[config.mk]
export PLATFORM = sky130hd
export DESIGN_NAME = cfg_port_ctrl
export DESIGN_NICKNAME = d
export VERILOG_FILES = /design/src/rtl/cfg_pkg.sv /design/src/rtl/cfg_port_decode.sv /design/src/rtl/cfg_unlock_fsm.sv /design/src/rtl/cfg_dev_bank.sv /design/src/rtl/cfg_port_ctrl.sv
export SDC_FILE = /design/constraint.sdc
export NUM_CORES = 1
export LEC_CHECK = 0
export BUFFER_PORTS_ARGS = -buffer_cell sky130_fd_sc_hd__buf_2
export CAP_MARGIN = 10
export CORE_AREA = 2 2 104 106
export DETAILED_ROUTE_END_ITERATION = 7
export DIE_AREA = 0 0 106 108
export GPL_TIMING_DRIVEN = 0
export PLACE_DENSITY = 0.86
export SLEW_MARGIN = 20
export SYNTH_ARGS = -nofsm -noshare
export SYNTH_HDL_FRONTEND = slang
export SYNTH_SLANG_ARGS = --single-unit
[constraint.sdc]
create_clock -name clk -period 5.5 [get_ports clk]
set_input_delay 0.55 -clock clk [delete_from_list [all_inputs] [get_ports clk]]
set_output_delay 0.55 -clock clk [all_outputs]
set_load 0.02 [all_outputs]
[src/rtl/cfg_pkg.sv]
package cfg_pkg;
   localparam int BASE_W = 16;

   typedef enum logic [1:0] {
      LK_CLOSED = 2'd0,
      LK_HALF   = 2'd1,
      LK_OPEN   = 2'd2
   } lock_state_t;

   localparam logic [7:0] KEY_ON       = 8'h87;
   localparam logic [7:0] KEY_OFF      = 8'hAA;

   localparam logic [7:0] RG_DEVSEL    = 8'h07;
   localparam logic [7:0] RG_CHIP_HI   = 8'h20;
   localparam logic [7:0] RG_CHIP_LO   = 8'h21;
   localparam logic [7:0] RG_VEND_HI   = 8'h23;
   localparam logic [7:0] RG_VEND_LO   = 8'h24;
   localparam logic [7:0] RG_ENABLE    = 8'h30;
   localparam logic [7:0] RG_BASE_HI   = 8'h60;
   localparam logic [7:0] RG_BASE_LO   = 8'h61;
   localparam logic [7:0] RG_IRQ       = 8'h70;

   function automatic logic is_bank_reg(input logic [7:0] idx);
      return (idx == RG_ENABLE) || (idx == RG_BASE_HI) ||
             (idx == RG_BASE_LO) || (idx == RG_IRQ);
   endfunction
endpackage

[src/rtl/cfg_port_decode.sv]
module cfg_port_decode #(
   parameter int          ADDR_W    = 16,
   parameter logic [15:0] PRI_INDEX = 16'h002E,
   parameter logic [15:0] PRI_DATA  = 16'h002F,
   parameter logic [15:0] ALT_INDEX = 16'h004E,
   parameter logic [15:0] ALT_DATA  = 16'h004F
) (
   input  logic              strap_alt,
   input  logic [ADDR_W-1:0] bus_addr,
   input  logic              wr_en,
   input  logic              rd_en,
   output logic              idx_wr,
   output logic              idx_rd,
   output logic              dat_wr,
   output logic              dat_rd
);
   localparam logic [ADDR_W-1:0] P_I = PRI_INDEX[ADDR_W-1:0];
   localparam logic [ADDR_W-1:0] P_D = PRI_DATA[ADDR_W-1:0];
   localparam logic [ADDR_W-1:0] A_I = ALT_INDEX[ADDR_W-1:0];
   localparam logic [ADDR_W-1:0] A_D = ALT_DATA[ADDR_W-1:0];

   logic hit_idx, hit_dat;

   always_comb begin
      hit_idx = strap_alt ? (bus_addr == A_I) : (bus_addr == P_I);
      hit_dat = strap_alt ? (bus_addr == A_D) : (bus_addr == P_D);
   end

   assign idx_wr = wr_en & hit_idx;
   assign idx_rd = rd_en & hit_idx;
   assign dat_wr = wr_en & hit_dat;
   assign dat_rd = rd_en & hit_dat;
endmodule

[src/rtl/cfg_unlock_fsm.sv]
module cfg_unlock_fsm
   import cfg_pkg::*;
(
   input  logic       clk,
   input  logic       rst_n,
   input  logic       idx_wr,
   input  logic [7:0] wdata,
   output logic       cfg_open,
   output logic [7:0] idx_q
);
   lock_state_t st_q, st_d;
   logic [7:0]  idx_d;

   always_comb begin
      st_d  = st_q;
      idx_d = idx_q;
      if (idx_wr) begin
         unique case (st_q)
            LK_CLOSED: if (wdata == KEY_ON) st_d = LK_HALF;
            LK_HALF:   st_d = (wdata == KEY_ON) ? LK_OPEN : LK_CLOSED;
            LK_OPEN: begin
               if (wdata == KEY_OFF) st_d  = LK_CLOSED;
               else                  idx_d = wdata;
            end
            default:   st_d = LK_CLOSED;
         endcase
      end
   end

   always_ff @(posedge clk) begin
      if (!rst_n) begin
         st_q  <= LK_CLOSED;
         idx_q <= 8'h00;
      end else begin
         st_q  <= st_d;
         idx_q <= idx_d;
      end
   end

   assign cfg_open = (st_q == LK_OPEN);
endmodule

[src/rtl/cfg_dev_bank.sv]
module cfg_dev_bank
   import cfg_pkg::*;
#(
   parameter int IRQ_W = 4
) (
   input  logic              clk,
   input  logic              rst_n,
   input  logic              wr_go,
   input  logic [7:0]        idx,
   input  logic [7:0]        wdata,
   output logic              en_q,
   output logic [BASE_W-1:0] base_q,
   output logic [IRQ_W-1:0]  irq_q,
   output logic [7:0]        rd_val
);
   always_ff @(posedge clk) begin
      if (!rst_n) begin
         en_q   <= 1'b0;
         base_q <= '0;
         irq_q  <= '0;
      end else if (wr_go) begin
         case (idx)
            RG_ENABLE:  en_q          <= wdata[0];
            RG_BASE_HI: base_q[15:8]  <= wdata;
            RG_BASE_LO: base_q[7:0]   <= wdata;
            RG_IRQ:     irq_q         <= wdata[IRQ_W-1:0];
            default:    ;
         endcase
      end
   end

   always_comb begin
      case (idx)
         RG_ENABLE:  rd_val = {7'b0, en_q};
         RG_BASE_HI: rd_val = base_q[15:8];
         RG_BASE_LO: rd_val = base_q[7:0];
         RG_IRQ:     rd_val = 8'(irq_q);
         default:    rd_val = 8'h00;
      endcase
   end
endmodule

[src/rtl/cfg_port_ctrl.sv]
module cfg_port_ctrl
   import cfg_pkg::*;
#(
   parameter int          ADDR_W    = 16,
   parameter int          NUM_DEV   = 4,
   parameter int          IRQ_W     = 4,
   parameter logic [15:0] CHIP_ID   = 16'h5A21,
   parameter logic [15:0] VENDOR_ID = 16'h1C34,
   parameter logic [15:0] PRI_INDEX = 16'h002E,
   parameter logic [15:0] PRI_DATA  = 16'h002F,
   parameter logic [15:0] ALT_INDEX = 16'h004E,
   parameter logic [15:0] ALT_DATA  = 16'h004F
) (
   input  logic                      clk,
   input  logic                      rst_n,
   input  logic                      strap_alt,
   input  logic [ADDR_W-1:0]         bus_addr,
   input  logic                      wr_en,
   input  logic                      rd_en,
   input  logic [7:0]                wdata,
   output logic [7:0]                rdata,
   output logic [NUM_DEV-1:0]        dev_enable,
   output logic [NUM_DEV*BASE_W-1:0] dev_base,
   output logic [NUM_DEV*IRQ_W-1:0]  dev_irq
);
   generate
      if (NUM_DEV < 1 || NUM_DEV > 16) begin : g_bad_dev
         $error("cfg_port_ctrl: NUM_DEV must be 1..16");
      end
      if (IRQ_W < 1 || IRQ_W > 8) begin : g_bad_irq
         $error("cfg_port_ctrl: IRQ_W must be 1..8");
      end
      if (ADDR_W < 8 || ADDR_W > 16) begin : g_bad_addr
         $error("cfg_port_ctrl: ADDR_W must be 8..16");
      end
   endgenerate

   logic       idx_wr, idx_rd, dat_wr, dat_rd;
   logic       cfg_open;
   logic [7:0] idx_q;
   logic [7:0] dev_sel;
   logic [7:0] bank_rd [NUM_DEV];
   logic [7:0] bank_pick, rd_mux;

   cfg_port_decode #(
      .ADDR_W(ADDR_W), .PRI_INDEX(PRI_INDEX), .PRI_DATA(PRI_DATA),
      .ALT_INDEX(ALT_INDEX), .ALT_DATA(ALT_DATA)
   ) u_dec (
      .strap_alt(strap_alt), .bus_addr(bus_addr), .wr_en(wr_en), .rd_en(rd_en),
      .idx_wr(idx_wr), .idx_rd(idx_rd), .dat_wr(dat_wr), .dat_rd(dat_rd)
   );

   cfg_unlock_fsm u_lock (
      .clk(clk), .rst_n(rst_n), .idx_wr(idx_wr), .wdata(wdata),
      .cfg_open(cfg_open), .idx_q(idx_q)
   );

   always_ff @(posedge clk) begin
      if (!rst_n)                                       dev_sel <= 8'h00;
      else if (dat_wr && cfg_open && idx_q == RG_DEVSEL) dev_sel <= wdata;
   end

   for (genvar d = 0; d < NUM_DEV; d++) begin : g_bank
      logic go;
      assign go = dat_wr && cfg_open && (dev_sel == 8'(d));
      cfg_dev_bank #(.IRQ_W(IRQ_W)) u_bank (
         .clk(clk), .rst_n(rst_n), .wr_go(go), .idx(idx_q), .wdata(wdata),
         .en_q(dev_enable[d]),
         .base_q(dev_base[d*BASE_W +: BASE_W]),
         .irq_q(dev_irq[d*IRQ_W +: IRQ_W]),
         .rd_val(bank_rd[d])
      );
   end

   always_comb begin
      bank_pick = 8'hFF;
      for (int d = 0; d < NUM_DEV; d++)
         if (dev_sel == 8'(d)) bank_pick = bank_rd[d];
   end

   always_comb begin
      case (idx_q)
         RG_DEVSEL:  rd_mux = dev_sel;
         RG_CHIP_HI: rd_mux = CHIP_ID[15:8];
         RG_CHIP_LO: rd_mux = CHIP_ID[7:0];
         RG_VEND_HI: rd_mux = VENDOR_ID[15:8];
         RG_VEND_LO: rd_mux = VENDOR_ID[7:0];
         default:    rd_mux = is_bank_reg(idx_q) ? bank_pick : 8'h00;
      endcase
   end

   always_ff @(posedge clk) begin
      if (!rst_n)                    rdata <= 8'hFF;
      else if (rd_en) begin
         if (idx_rd && cfg_open)      rdata <= idx_q;
         else if (dat_rd && cfg_open) rdata <= rd_mux;
         else                         rdata <= 8'hFF;
      end
   end
endmodule

==> run metrics, run 1 <==
Row Count=37; number of max-slew violations in the final report=0; starting density of the core=54.4%; fraction of the cycle the final worst path needs=a little over half; DR pass1 iterations=5; wire length of the first global-routing pass=~28 mm; number of antenna violations at the first check in global routing=0; core area=a little over 10000 sq um; Cell Pwr Density=approximately 210 nW/um^2; residual antenna-violating net count after detailed routing=0; RSZ-0062 raised after global routing=false; total global routing track utilization=a little under a third; Vias per Instance=approximately 6.2; number of buffers added to fix hold violations after cts=0; routed length per placed instance=between 15 and 20 um; slew margin rel.=35.5%; Max clock buf depth=2; cell at the root of the clock tree=clkbuf_8; Post-synth top flop=dfxtp_1; average instance area after synthesis=between 8 and 9 sq um; Yosys top cell area share=about two fifths; DRC errors left=0; final cell utilization of the core=63.7%; violation count after the first detailed-route iteration=713; multi-input gate area in the final layout=3060 sq um; post-synthesis to final-layout area growth=17.2%; number of max-cap violations=0; final wirelength=18.1 mm; fmax=between 300 and 400 MHz; largest area contributor in the netlist=dfxtp_1; layout net count=roughly 830; cell leakage power=2.50 nW; Setup violations, final=0; slew of the pin with the lowest slew margin=959 ps; pin count of the biggest net entering global routing=19; Hold Path Origin=g_bank[0].u_bank.base_q[9]$_SDFFE_PN0P_; Clock Skews=about 12 ps; flops & latches, synth=110; critical path startpoint category=flop; IR Drop Worst-Case VDD=between 0.0001 and 0.00015 V; Post-synth EDFFs=0; Critical Path AT=3260 ps; CTS sink count=110; Post-DP HPWL=roughly 13 mm; status=finished clean; number of buffer cells added on primary ports=about 120; Reg clk slew, reported paths=around 100 ps; path category of the worst min-delay check=flop to flop; endpoint required time on the critical path=just under 6000 ps; Post-Synthesis Cells=about 680; Die Span Y=108 um; ant diodes=0; filler cell count=918; I/O pin count=121; Seq/Total Area, Yosys=roughly two fifths; number of vias in the routed layout=~5800; most instantiated cells after synthesis=110 x dfxtp_1, 99 x nand2_1, 77 x o21ai_0, 73 x nand3_1, 48 x clkbuf_1; timing startpoint of the critical path=dev_sel[6]$_SDFFE_PN0P_; Worst Setup Path Type=flop to flop; R2R Path Start=dev_sel[6]$_SDFFE_PN0P_; Yosys warning count=0; setup tns final=0 ps; leading cell types by total area after synthesis=dfxtp_1 40%, mux2i_1 8.1%, o21ai_0 6.9%, nand2_1 6.7%, nand3_1 6.6%; clock insertion delay at the later pin of the skew report=about 380 ps; final count of hold timing violations=0; Syn Nets=704; via count of the first global-routing pass=approximately 5100; Die W=approximately 110 um; Setup crit end kind=flop; FF+latch area=2200 sq um; Netlist cell types=between 60 and 70; share of post-route cells with drive strength above 1=22.2%; count of buffers added by post-CTS timing repair for setup=0; Overflow after GRT=0; global placement routability congestion=about 0.97; clock tree from TritonCTS=yes; number of buffers added by the clock tree synthesis step=9; most common cell in the synthesized netlist=dfxtp_1; cell area after technology mapping=between 5000 and 6000 sq um; min Tclk post-route=just under 3000 ps; cells resized by post-CTS repair=0; Die ar.=11400 sq um; H-Tree Depth=3; async set or reset register ratio after synthesis=0%; maximum fanout count along the critical path=10
[cells by family (layout without fill, tap and decap cells)]
group / after synthesis / after routing / share of synthesized area [%]
compound gates: 157 / 157 / 17.5
xor+xnor: 2 / 2 / 0.315
buf+inv: 70 / 204 / 5.44
flops: 110 / 110 / 39.6
mux: 58 / 58 / 10.9
simple gates: 278 / 278 / 26.3
[where the power goes]
| part | total, mW | switching (mW) | internal (mW) |
|---|---|---|---|
| Combinational | 0.0750 | 0.0550 | 0.0200 |
| Clock | 0.501 | 0.289 | 0.212 |
| Sequential | 0.798 | 0.000558 | 0.797 |
| Total | 1.37 | 0.345 | 1.03 |
[worst max-delay path, stage by stage, from the launching register on]
cell and delay [ps]:
dfxtp_1 360, nor4_2 830, nand3_1 560, nor3_2 530, clkbuf_1 380, nand3_1 130
o21ai_0 100
[path summary, 6_finish.rpt]
kind	slack [ps]	endpoint	depth (start not counted)
hold / removal	480	g_bank[0].u_bank.base_q[9]$_SDFFE_PN0P_	2
setup reg to reg	2540	g_bank[1].u_bank.base_q[14]$_SDFFE_PN0P_	6
hold reg to reg	480	g_bank[0].u_bank.base_q[9]$_SDFFE_PN0P_	2
setup / recovery	2540	g_bank[1].u_bank.base_q[14]$_SDFFE_PN0P_	6
[routing by layer]
layer | up-vias | share of wire [%] | track usage, %
met4 | 0 | 3.7 | 12.5
li1 | 2695 | - | -
met5 | - | 0 | 0
met2 | 359 | 45 | 49.6
met3 | 48 | 11 | 8.08
met1 | 2732 | 40 | 40.6
[per-stage QoR]
| stage | total power, mW | area (sq um) | setup slack, ps | hold WS, ps | cells |
|---|---|---|---|---|---|
| after detailed placement | 0.889 | 6330 | 2530 | 462 | 930 |
| after global placement | 0.888 | 6330 | 2600 | 458 | 930 |
| after floorplan | 0.855 | 5560 | 3180 | 464 | 675 |
| after CTS | 1.37 | 6520 | 2710 | 479 | 945 |
| after global routing | 1.41 | 6520 | 2340 | 489 | 945 |
| final | 1.37 | 6520 | 2540 | 479 | 945 |
[cell usage in the layout (no fill, tap or decap), drive strengths merged, types with 2 or more instances in the layout]
cell type	count
a211oi	8
a21boi	4
a21o	2
a21oi	17
a221oi	9
a22oi	4
a31oi	2
a32oi	2
a41oi	2
and3	3
and3b	2
buf	133
clkbuf	57
clkinv	3
dfxtp	110
inv	9
mux2	12
mux2i	45
nand2	99
nand2b	3
nand3	73
nand3b	3
nand4	4
nor2	18
nor2b	22
nor3	23
nor3b	5
nor4	9
nor4b	2
o211ai	5
o21a	2
o21ai	77
o21bai	2
o22ai	6
o31ai	5
or3	2
or4	3
xnor2	2
[state kept, by name, indices dropped and copies added (netlist names)]
name and count:
g_bank.u_bank.irq_q 16, u_lock.st_q 2, dev_sel 8, u_lock.idx_q 8
g_bank.u_bank.en_q 4, rdata 8, g_bank.u_bank.base_q 64
[layout make-up]
cell class | instances | share of cell area [%]
flip-flops and latches | 110 | 33.8
multi-input cells | 495 | 46.9
well taps | 136 | 2.61
clock inverters | 6 | 1.06
clock buffers | 9 | 1.90
inverters | 8 | 0.461
repair buffers | 119 | 9.13
plain buffers | 62 | 4.18
No activity file was read; power rests on OpenSTA's default activity.
==> run 2: changes to the inputs <==
--- a/config.mk
+++ b/config.mk
@@ -5,13 +5,14 @@
 export SDC_FILE = /design/constraint.sdc
 export NUM_CORES = 1
 export LEC_CHECK = 0
+export ABC_AREA = 1
 export BUFFER_PORTS_ARGS = -buffer_cell sky130_fd_sc_hd__buf_2
 export CAP_MARGIN = 10
-export CORE_AREA = 2 2 104 106
+export CORE_AREA = 2 2 110 112
 export DETAILED_ROUTE_END_ITERATION = 7
-export DIE_AREA = 0 0 106 108
+export DIE_AREA = 0 0 112 114
 export GPL_TIMING_DRIVEN = 0
-export PLACE_DENSITY = 0.86
+export PLACE_DENSITY = 0.83
 export SLEW_MARGIN = 20
 export SYNTH_ARGS = -nofsm -noshare
 export SYNTH_HDL_FRONTEND = slang
==> constraint.sdc (replaced) <==
create_clock -name clk -period 2.39 [get_ports clk]
set_input_delay 0.239 -clock clk [delete_from_list [all_inputs] [get_ports clk]]
set_output_delay 0.239 -clock clk [all_outputs]
set_load 0.02 [all_outputs]
==> run 2 against run 1 <==
Compared with the run above: first-iteration DRC count grew 3.2%; clock skew shrank 3.5 ps; synthesized cell count increased by 37%; register-to-register slack worse by 2300 ps; critical path type unchanged; largest power group unchanged.
==> run metrics, run 2 <==
gate family responsible for the most delay along the worst path=simple AND/OR/NAND/NOR gates (unchanged); Buffers & Inverters on Critical Path=1 (unchanged); clock tree from TritonCTS=yes (unchanged); DR pass1 iterations=6 (was 5); sw frac=23.5% (was 25.1%); clock insertion delay at the later pin of the skew report=360 ps (was 380 ps); IR Drop Worst-Case VDD=0.000343 V (was 0.000125 V); Worst Setup Path Type=flop to flop (unchanged); final count of hold timing violations=0 (unchanged); Post-synth top flop=dfxtp_1 (unchanged); Syn Nets=955 (was 704); path category of the worst min-delay check=primary input to flop (was flop to flop); wire length of the first global-routing pass=28.0 mm (was 27.6 mm); filler cell count=1193 (was 918); number of vias in the routed layout=6277 (was 5834); Gate power share=4.2% (was 5.5%); Yosys top cell area share=38.9% (was 39.6%); post-synthesis to final-layout area growth=19.0% (was 17.2%); number of antenna violations at the first check in global routing=0 (unchanged); DRC errors left=0 (unchanged); max reg flops=64 (unchanged); Netlist cell types=23 (was 63); most frequent standard cell in the layout excluding fill and tap cells=nand2_1 (was buf_2); register containing the most flip-flops in the final layout=g_bank.u_bank.base_q (unchanged); final wirelength=18.1 mm (about the same); residual antenna-violating net count after detailed routing=0 (unchanged); Post-DP HPWL=13.3 mm (was 13.5 mm); fraction of the cycle the final worst path needs=91.3% (was 53.8%); Row Count=40 (was 37); Yosys warning count=0 (unchanged); count of buffers added by post-CTS timing repair for setup=0 (unchanged); overall power after layout=3.52 mW (was 1.37 mW); total global routing track utilization=27.7% (was 31.2%); fmax=458 MHz (was 338 MHz); most common cell in the synthesized netlist=nand2_1 (was dfxtp_1); cell at the root of the clock tree=clkbuf_16 (was clkbuf_8); setup slack on the worst flop-to-flop path=210 ps (was 2540 ps); Critical Path AT=2480 ps (was 3260 ps); design area=6730 sq um (was 6520 sq um); cell leakage power=3.45 nW (was 2.50 nW); Placed Instance Area=6410 sq um (was 6330 sq um); detailed-route wire length on metal 1=7.54 mm (was 7.22 mm); share of post-route cells with drive strength above 1=16.2% (was 22.2%); Crit path largest cell delay=450 ps (was 830 ps); top layer used by detailed routing=met4 (unchanged); slew margin rel.=43.7% (was 35.5%); total net switching power=0.828 mW (was 0.345 mW); flops & latches, synth=110 (unchanged); RSZ-0062 raised after global routing=false (unchanged); core area=11700 sq um (was 10200 sq um); min Tclk post-route=2180 ps (was 2960 ps); H-Tree Depth=3 (unchanged); number of max-slew violations in the final report=0 (unchanged); number of buffer cells added on primary ports=114 (was 119); cell area after technology mapping=5660 sq um (was 5560 sq um); routed length on met3=1.67 mm (was 2.02 mm); via count of the first global-routing pass=5473 (was 5135); clock network fraction of design power=43.5% (was 36.5%); Vias per Instance=5.22 (was 6.17); multi-input gate area in the final layout=2810 sq um (was 3060 sq um); global placement routability congestion=0.971 (about the same); Clock Skews=8.46 ps (was 12.0 ps); Max clock buf depth=2 (unchanged); Post-Synthesis Cells=926 (was 675); I/O pin count=121 (unchanged); routed length per placed instance=15.0 um (was 19.2 um); Setup crit end kind=flop (unchanged); average instance area after synthesis=6.11 sq um (was 8.24 sq um); CTS sink count=110 (unchanged); slew of the pin with the lowest slew margin=844 ps (was 959 ps); final setup margin=207 ps (was 2540 ps); largest registers ranked by flip-flop count=g_bank.u_bank.base_q: 64 flops, g_bank.u_bank.irq_q: 16 flops (unchanged); Die Span Y=114 um (was 108 um); Post-synth EDFFs=0 (unchanged); proportion of power drawn by flip-flops and latches=52.3% (was 58.1%); most instantiated cells after synthesis=240 x nand2_1, 210 x nor2_1, 119 x inv_1, 110 x dfxtp_1, 58 x o21ai_0 (was 110 x dfxtp_1, 99 x nand2_1, 77 x o21ai_0, 73 x nand3_1, 48 x clkbuf_1); status=finished clean (unchanged); final cell utilization of the core=57.5% (was 63.7%); async set or reset register ratio after synthesis=0% (unchanged); endpoint required time on the critical path=2690 ps (was 5800 ps); Seq/Total Area, Yosys=38.9% (was 39.6%); number of max-cap violations=0 (unchanged); ant diodes=0 (unchanged); Int Power=2.69 mW (was 1.03 mW); Cell Pwr Density=523 nW/um^2 (was 211 nW/um^2); maximum fanout count along the critical path=10 (unchanged); layout net count=1080 (was 834); pin count of the biggest net entering global routing=19 (unchanged); largest area contributor in the netlist=dfxtp_1 (unchanged); master of the slowest instance on the critical path=dfxtp_1 (was nor4_2); cell occurring most often along the worst timing path=nand2_1 (was nand3_1); commonest cells after routing, fill and taps aside=239 x nand2_1, 209 x nor2_1, 126 x buf_2 (was 127 x buf_2, 110 x dfxtp_1, 99 x nand2_1); cell chain of the critical path=nand2_1, nor2_1, buf_2, nand3_1, nand4_1, nand3_1, o21ai_0, nand2_1, nand2_1 (was nor4_2, nand3_1, nor3_2, clkbuf_1, nand3_1, o21ai_0); starting density of the core=48.3% (was 54.4%); worst setup slack after placement=-2.17 ps (was 2530 ps); critical path startpoint category=flop (unchanged); FF+latch area=2200 sq um (unchanged); Setup violations, final=0 (unchanged); Die W=112 um (was 106 um); number of buffers added by the clock tree synthesis step=9 (unchanged); length of routed met2 wiring=8.45 mm (was 8.21 mm); leading cell types by total area after synthesis=dfxtp_1 39%, nand2_1 16%, nor2_1 14%, inv_1 7.9%, o21ai_0 5.1% (was dfxtp_1 40%, mux2i_1 8.1%, o21ai_0 6.9%, nand2_1 6.7%, nand3_1 6.6%); Overflow after GRT=0 (unchanged); number of buffers added to fix hold violations after cts=0 (unchanged); Reg clk slew, reported paths=70 ps (was 100 ps); worst hold slack=187 ps (was 479 ps); violation count after the first detailed-route iteration=736 (was 713); Die ar.=12800 sq um (was 11400 sq um)
-- run 2: cell types whose count changed after synthesis, moves of 15 or more --
| cell | delta |
|---|---|
| nor2_1 | +194 |
| nand2_1 | +141 |
| inv_1 | +112 |
| mux2i_1 | -45 |
| clkbuf_1 | -25 |
| nor2b_1 | -22 |
| o21ai_0 | -19 |
| nand3_1 | -16 |
| a21oi_1 | +15 |
-- run 2: layer usage --
| metal | up-vias | global-route usage [%] |
|---|---|---|
| met5 | - | 0 |
| met4 | 0 | 10.6 |
| met3 | 42 | 4.09 |
| met2 | 343 | 45.5 |
| met1 | 2795 | 37.3 |
| li1 | 3097 | - |
-- run 2: final cells by class --
cell class                 count  area share [%]
clock inverter                 7            1.10
tap                          147            2.73
clock buffer                   9            3.35
timing repair buffer         114            8.48
sequential                   110            32.7
multi-input combinational    651            41.8
buffer                        43            3.01
inverter                     122            6.80
-- run 2: worst paths after layout --
check | depth (start not counted) | start | to
worst min register to register | 2 | rdata[3]$_SDFFE_PN1P_ | rdata[3]$_SDFFE_PN1P_
worst max register to register | 9 | u_lock.idx_q[4]$_SDFFE_PN0P_ | rdata[3]$_SDFFE_PN1P_
worst max-delay path | 9 | u_lock.idx_q[4]$_SDFFE_PN0P_ | rdata[3]$_SDFFE_PN1P_
worst min-delay path | 3 | wr_en | u_lock.st_q[0]$_SDFFE_PN0P_
-- run 2: worst reg2reg max path: stages, from the launching register on --
cell,delay [ps]
dfxtp_1,450
nand2_1,130
nor2_1,440
buf_2,340
nand3_1,120
nand4_1,150
nand3_1,90
o21ai_0,270
nand2_1,80
nand2_1,60
-- run 2: power groups by stage --
| stage | logic (mW) | clock network (mW) | registers, mW |
|---|---|---|---|
| 5_1_grt | 0.161 | 1.60 | 1.84 |
| 6_report | 0.149 | 1.53 | 1.84 |
| 2_1_floorplan | 0.0699 | 0 | 1.89 |
| 4_1_cts | 0.147 | 1.52 | 1.84 |
| 3_3_place_gp | 0.145 | 0 | 1.88 |
| 3_5_place_dp | 0.147 | 0 | 1.88 |
-- run 2: timing repair --
action / CTS / global route
gates resized for setup: 1 / 10
endpoints found under the setup margin: 2 / 6
endpoints found under the hold margin: 0 / 0
gates cloned: 0 / 0
-- run 2: logic make-up after synthesis --
group,count (synthesis),synth area share (%)
AND/OR/NAND/NOR,547,39.8
buffers and inverters,165,11.6
flip-flops,110,38.9
AO/OA/AOI/OAI,104,9.73
-- run 2: per-stage QoR --
step,cells,TNS (ps)
finish,1203,0
global route,1203,0
detailed placement,1187,-2.17
CTS,1203,0
floorplan,926,0
global placement,1187,0
==> run 3: changes to the inputs <==
--- a/config.mk
+++ b/config.mk
@@ -8,11 +8,11 @@
 export ABC_AREA = 1
 export BUFFER_PORTS_ARGS = -buffer_cell sky130_fd_sc_hd__buf_2
 export CAP_MARGIN = 10
-export CORE_AREA = 2 2 110 112
+export CORE_AREA = 2 2 84 146
 export DETAILED_ROUTE_END_ITERATION = 7
-export DIE_AREA = 0 0 112 114
+export DIE_AREA = 0 0 86 148
 export GPL_TIMING_DRIVEN = 0
-export PLACE_DENSITY = 0.83
+export PLACE_DENSITY = 0.76
 export SLEW_MARGIN = 20
 export SYNTH_ARGS = -nofsm -noshare
 export SYNTH_HDL_FRONTEND = slang
==> run 3 against run 2 <==
Compared with the run above: routed wire length rose by 6.8%; sequential power barely moved; clock skew rose by 2.1 ps; via count barely moved; largest power group unchanged.
==> run metrics, run 3 (synthesis results as in run 2) <==
status=finished clean (unchanged); Setup crit end kind=flop (unchanged); Critical Path AT=2590 ps (was 2480 ps); overall power after layout=3.56 mW (was 3.52 mW); violation count after the first detailed-route iteration=476 (was 736); critical path startpoint category=flop (unchanged); IR Drop Worst-Case VDD=0.000400 V (was 0.000343 V); global placement routability congestion=0.947 (was 0.971); starting density of the core=49.1% (was 48.3%); H-Tree Depth=3 (unchanged); Post-DP HPWL=14.4 mm (was 13.3 mm); layout net count=1080 (unchanged); number of buffers added by the clock tree synthesis step=9 (unchanged); wire length of the first global-routing pass=29.6 mm (was 28.0 mm); filler cell count=1154 (was 1193); Placed Instance Area=6390 sq um (was 6410 sq um); number of vias in the routed layout=6275 (was 6277); Die ar.=12700 sq um (was 12800 sq um); cells on worst reg2reg path=9 (unchanged); cell leakage power=3.46 nW (was 3.45 nW); slew margin rel.=36.9% (was 43.7%); Reg clk slew, reported paths=80 ps (was 70 ps); setup slack on the worst flop-to-flop path=110 ps (was 210 ps); most frequent standard cell in the layout excluding fill and tap cells=nand2_1 (unchanged); clock insertion delay at the later pin of the skew report=360 ps (about the same); Row Count=52 (was 40); instance count on the critical path=9 (unchanged); CTS sink count=110 (unchanged); number of buffers added to fix hold violations after cts=0 (unchanged); share of post-route cells with drive strength above 1=15.9% (was 16.2%); maximum fanout count along the critical path=10 (unchanged); number of buffer cells added on primary ports=114 (unchanged); DR pass1 iterations=5 (was 6); Buffers & Inverters on Critical Path=1 (unchanged); gate family responsible for the most delay along the worst path=simple AND/OR/NAND/NOR gates (unchanged); final count of hold timing violations=0 (unchanged); count of buffers added by post-CTS timing repair for setup=0 (unchanged); fraction of the cycle the final worst path needs=95.3% (was 91.3%); I/O pin count=121 (unchanged); register containing the most flip-flops in the final layout=g_bank.u_bank.base_q (unchanged); DRC errors left=0 (unchanged); cell occurring most often along the worst timing path=nand2_1 (unchanged); pin count of the biggest net entering global routing=19 (unchanged); largest registers ranked by flip-flop count=g_bank.u_bank.base_q: 64 flops, g_bank.u_bank.irq_q: 16 flops (unchanged); Hold Path End=g_bank[1].u_bank.base_q[1]$_SDFFE_PN0P_ (was u_lock.st_q[0]$_SDFFE_PN0P_); design area=6710 sq um (was 6730 sq um); number of antenna violations at the first check in global routing=0 (unchanged); routed length per placed instance=16.2 um (was 15.0 um); max reg flops=64 (unchanged); post-synthesis to final-layout area growth=18.6% (was 19.0%); Overflow after GRT=0 (unchanged); commonest cells after routing, fill and taps aside=240 x nand2_1, 209 x nor2_1, 127 x buf_2 (was 239 x nand2_1, 209 x nor2_1, 126 x buf_2); number of max-slew violations in the final report=0 (unchanged); total global routing track utilization=30.5% (was 27.7%); number of max-cap violations=0 (unchanged); worst setup slack after placement=-29.2 ps (was -2.17 ps); multi-input gate area in the final layout=2810 sq um (about the same); Worst Setup Path Type=flop to flop (unchanged); Clock Skews=10.6 ps (was 8.46 ps); master of the slowest instance on the critical path=dfxtp_1 (unchanged); core area=11500 sq um (was 11700 sq um); clock tree from TritonCTS=yes (unchanged); cell at the root of the clock tree=clkbuf_16 (unchanged); FF+latch area=2200 sq um (unchanged); RSZ-0062 raised after global routing=false (unchanged); Hold Path Origin=wdata[1] (was wr_en); final setup margin=112 ps (was 207 ps); Vias per Instance=5.27 (was 5.22); ant diodes=0 (unchanged); final wirelength=19.3 mm (was 18.1 mm); Die Span Y=148 um (was 114 um); cell chain of the critical path=nand2_1, nor2_4, nand2_1, clkbuf_1, o211ai_1, nand3_1, o21ai_0, nand2_1, nand2_1 (was nand2_1, nor2_1, buf_2, nand3_1, nand4_1, nand3_1, o21ai_0, nand2_1, nand2_1); Die W=86 um (was 112 um); Critical R2R Capture=rdata[6]$_SDFFE_PN1P_ (was rdata[3]$_SDFFE_PN1P_); R2R Path Start=u_lock.idx_q[6]$_SDFFE_PN0P_ (was u_lock.idx_q[4]$_SDFFE_PN0P_); fmax=439 MHz (was 458 MHz); slew of the pin with the lowest slew margin=946 ps (was 844 ps); Max clock buf depth=2 (unchanged); Crit path largest cell delay=440 ps (was 450 ps); number of cells traversed by the worst hold path=3 (unchanged); Setup violations, final=0 (unchanged); path category of the worst min-delay check=primary input to flop (unchanged); residual antenna-violating net count after detailed routing=0 (unchanged); Cell Pwr Density=530 nW/um^2 (was 523 nW/um^2); final cell utilization of the core=58.3% (was 57.5%); via count of the first global-routing pass=5753 (was 5473); min Tclk post-route=2280 ps (was 2180 ps); endpoint required time on the critical path=2700 ps (was 2690 ps)
run 3: worst max-delay path by stage:
stage	slack, ps	end	from
5_1_grt	10	rdata[5]$_SDFFE_PN1P_	u_lock.idx_q[5]$_SDFFE_PN0P_
2_1_floorplan	810	g_bank[0].u_bank.base_q[10]$_SDFFE_PN0P_	bus_addr[15]
4_1_cts	50	rdata[7]$_SDFFE_PN1P_	u_lock.idx_q[5]$_SDFFE_PN0P_
3_3_place_gp	-50	rdata[7]$_SDFFE_PN1P_	u_lock.idx_q[0]$_SDFFE_PN0P_
6_report	110	rdata[6]$_SDFFE_PN1P_	u_lock.idx_q[6]$_SDFFE_PN0P_
3_5_place_dp	-30	rdata[7]$_SDFFE_PN1P_	u_lock.idx_q[0]$_SDFFE_PN0P_
run 3: where the power goes:
part	total, mW	internal (mW)	switching, mW	leakage (nW)
clock network	1.57	0.825	0.741	0.147
registers	1.84	1.84	0.00256	0.887
logic	0.152	0.0380	0.114	2.42
total	3.56	2.70	0.858	3.46
run 3: stage by stage:
stage,hold WS [ps],std cells,setup TNS [ps]
3_5_place_dp,447,1175,-41.1
3_3_place_gp,445,1175,-61.4
2_1_floorplan,374,926,0
5_1_grt,213,1191,0
4_1_cts,189,1191,0
6_report,187,1191,0
run 3: worst min-delay path, cell delays in order:
cell and delay, ps:
buf_2 130, nor2_1 50, nor2_1 90
run 3: metal layers:
metal	wire, um	vias up	global-route usage (%)
met5	0	-	0
met4	1380	0	21.7
met3	1280	81	4.97
met2	9630	294	52.6
met1	7040	2798	32.9
li1	-	3102	-
run 3: what timing repair did:
| action | 4_1_cts | 5_1_grt |
|---|---|---|
| endpoints found under the setup margin | 2 | 6 |
| gates cloned | 0 | 0 |
| gates resized for setup | 1 | 6 |
| endpoints found under the hold margin | 0 | 0 |
run 3: area by class of cell:
class	count	area share, %
Sequential cell	110	32.8
Inverter	122	6.83
Clock inverter	6	1.04
Timing Repair Buffer	114	8.50
Buffer	43	2.97
Clock buffer	10	3.41
Multi-Input combinational cell	651	41.9
Tap cell	135	2.52
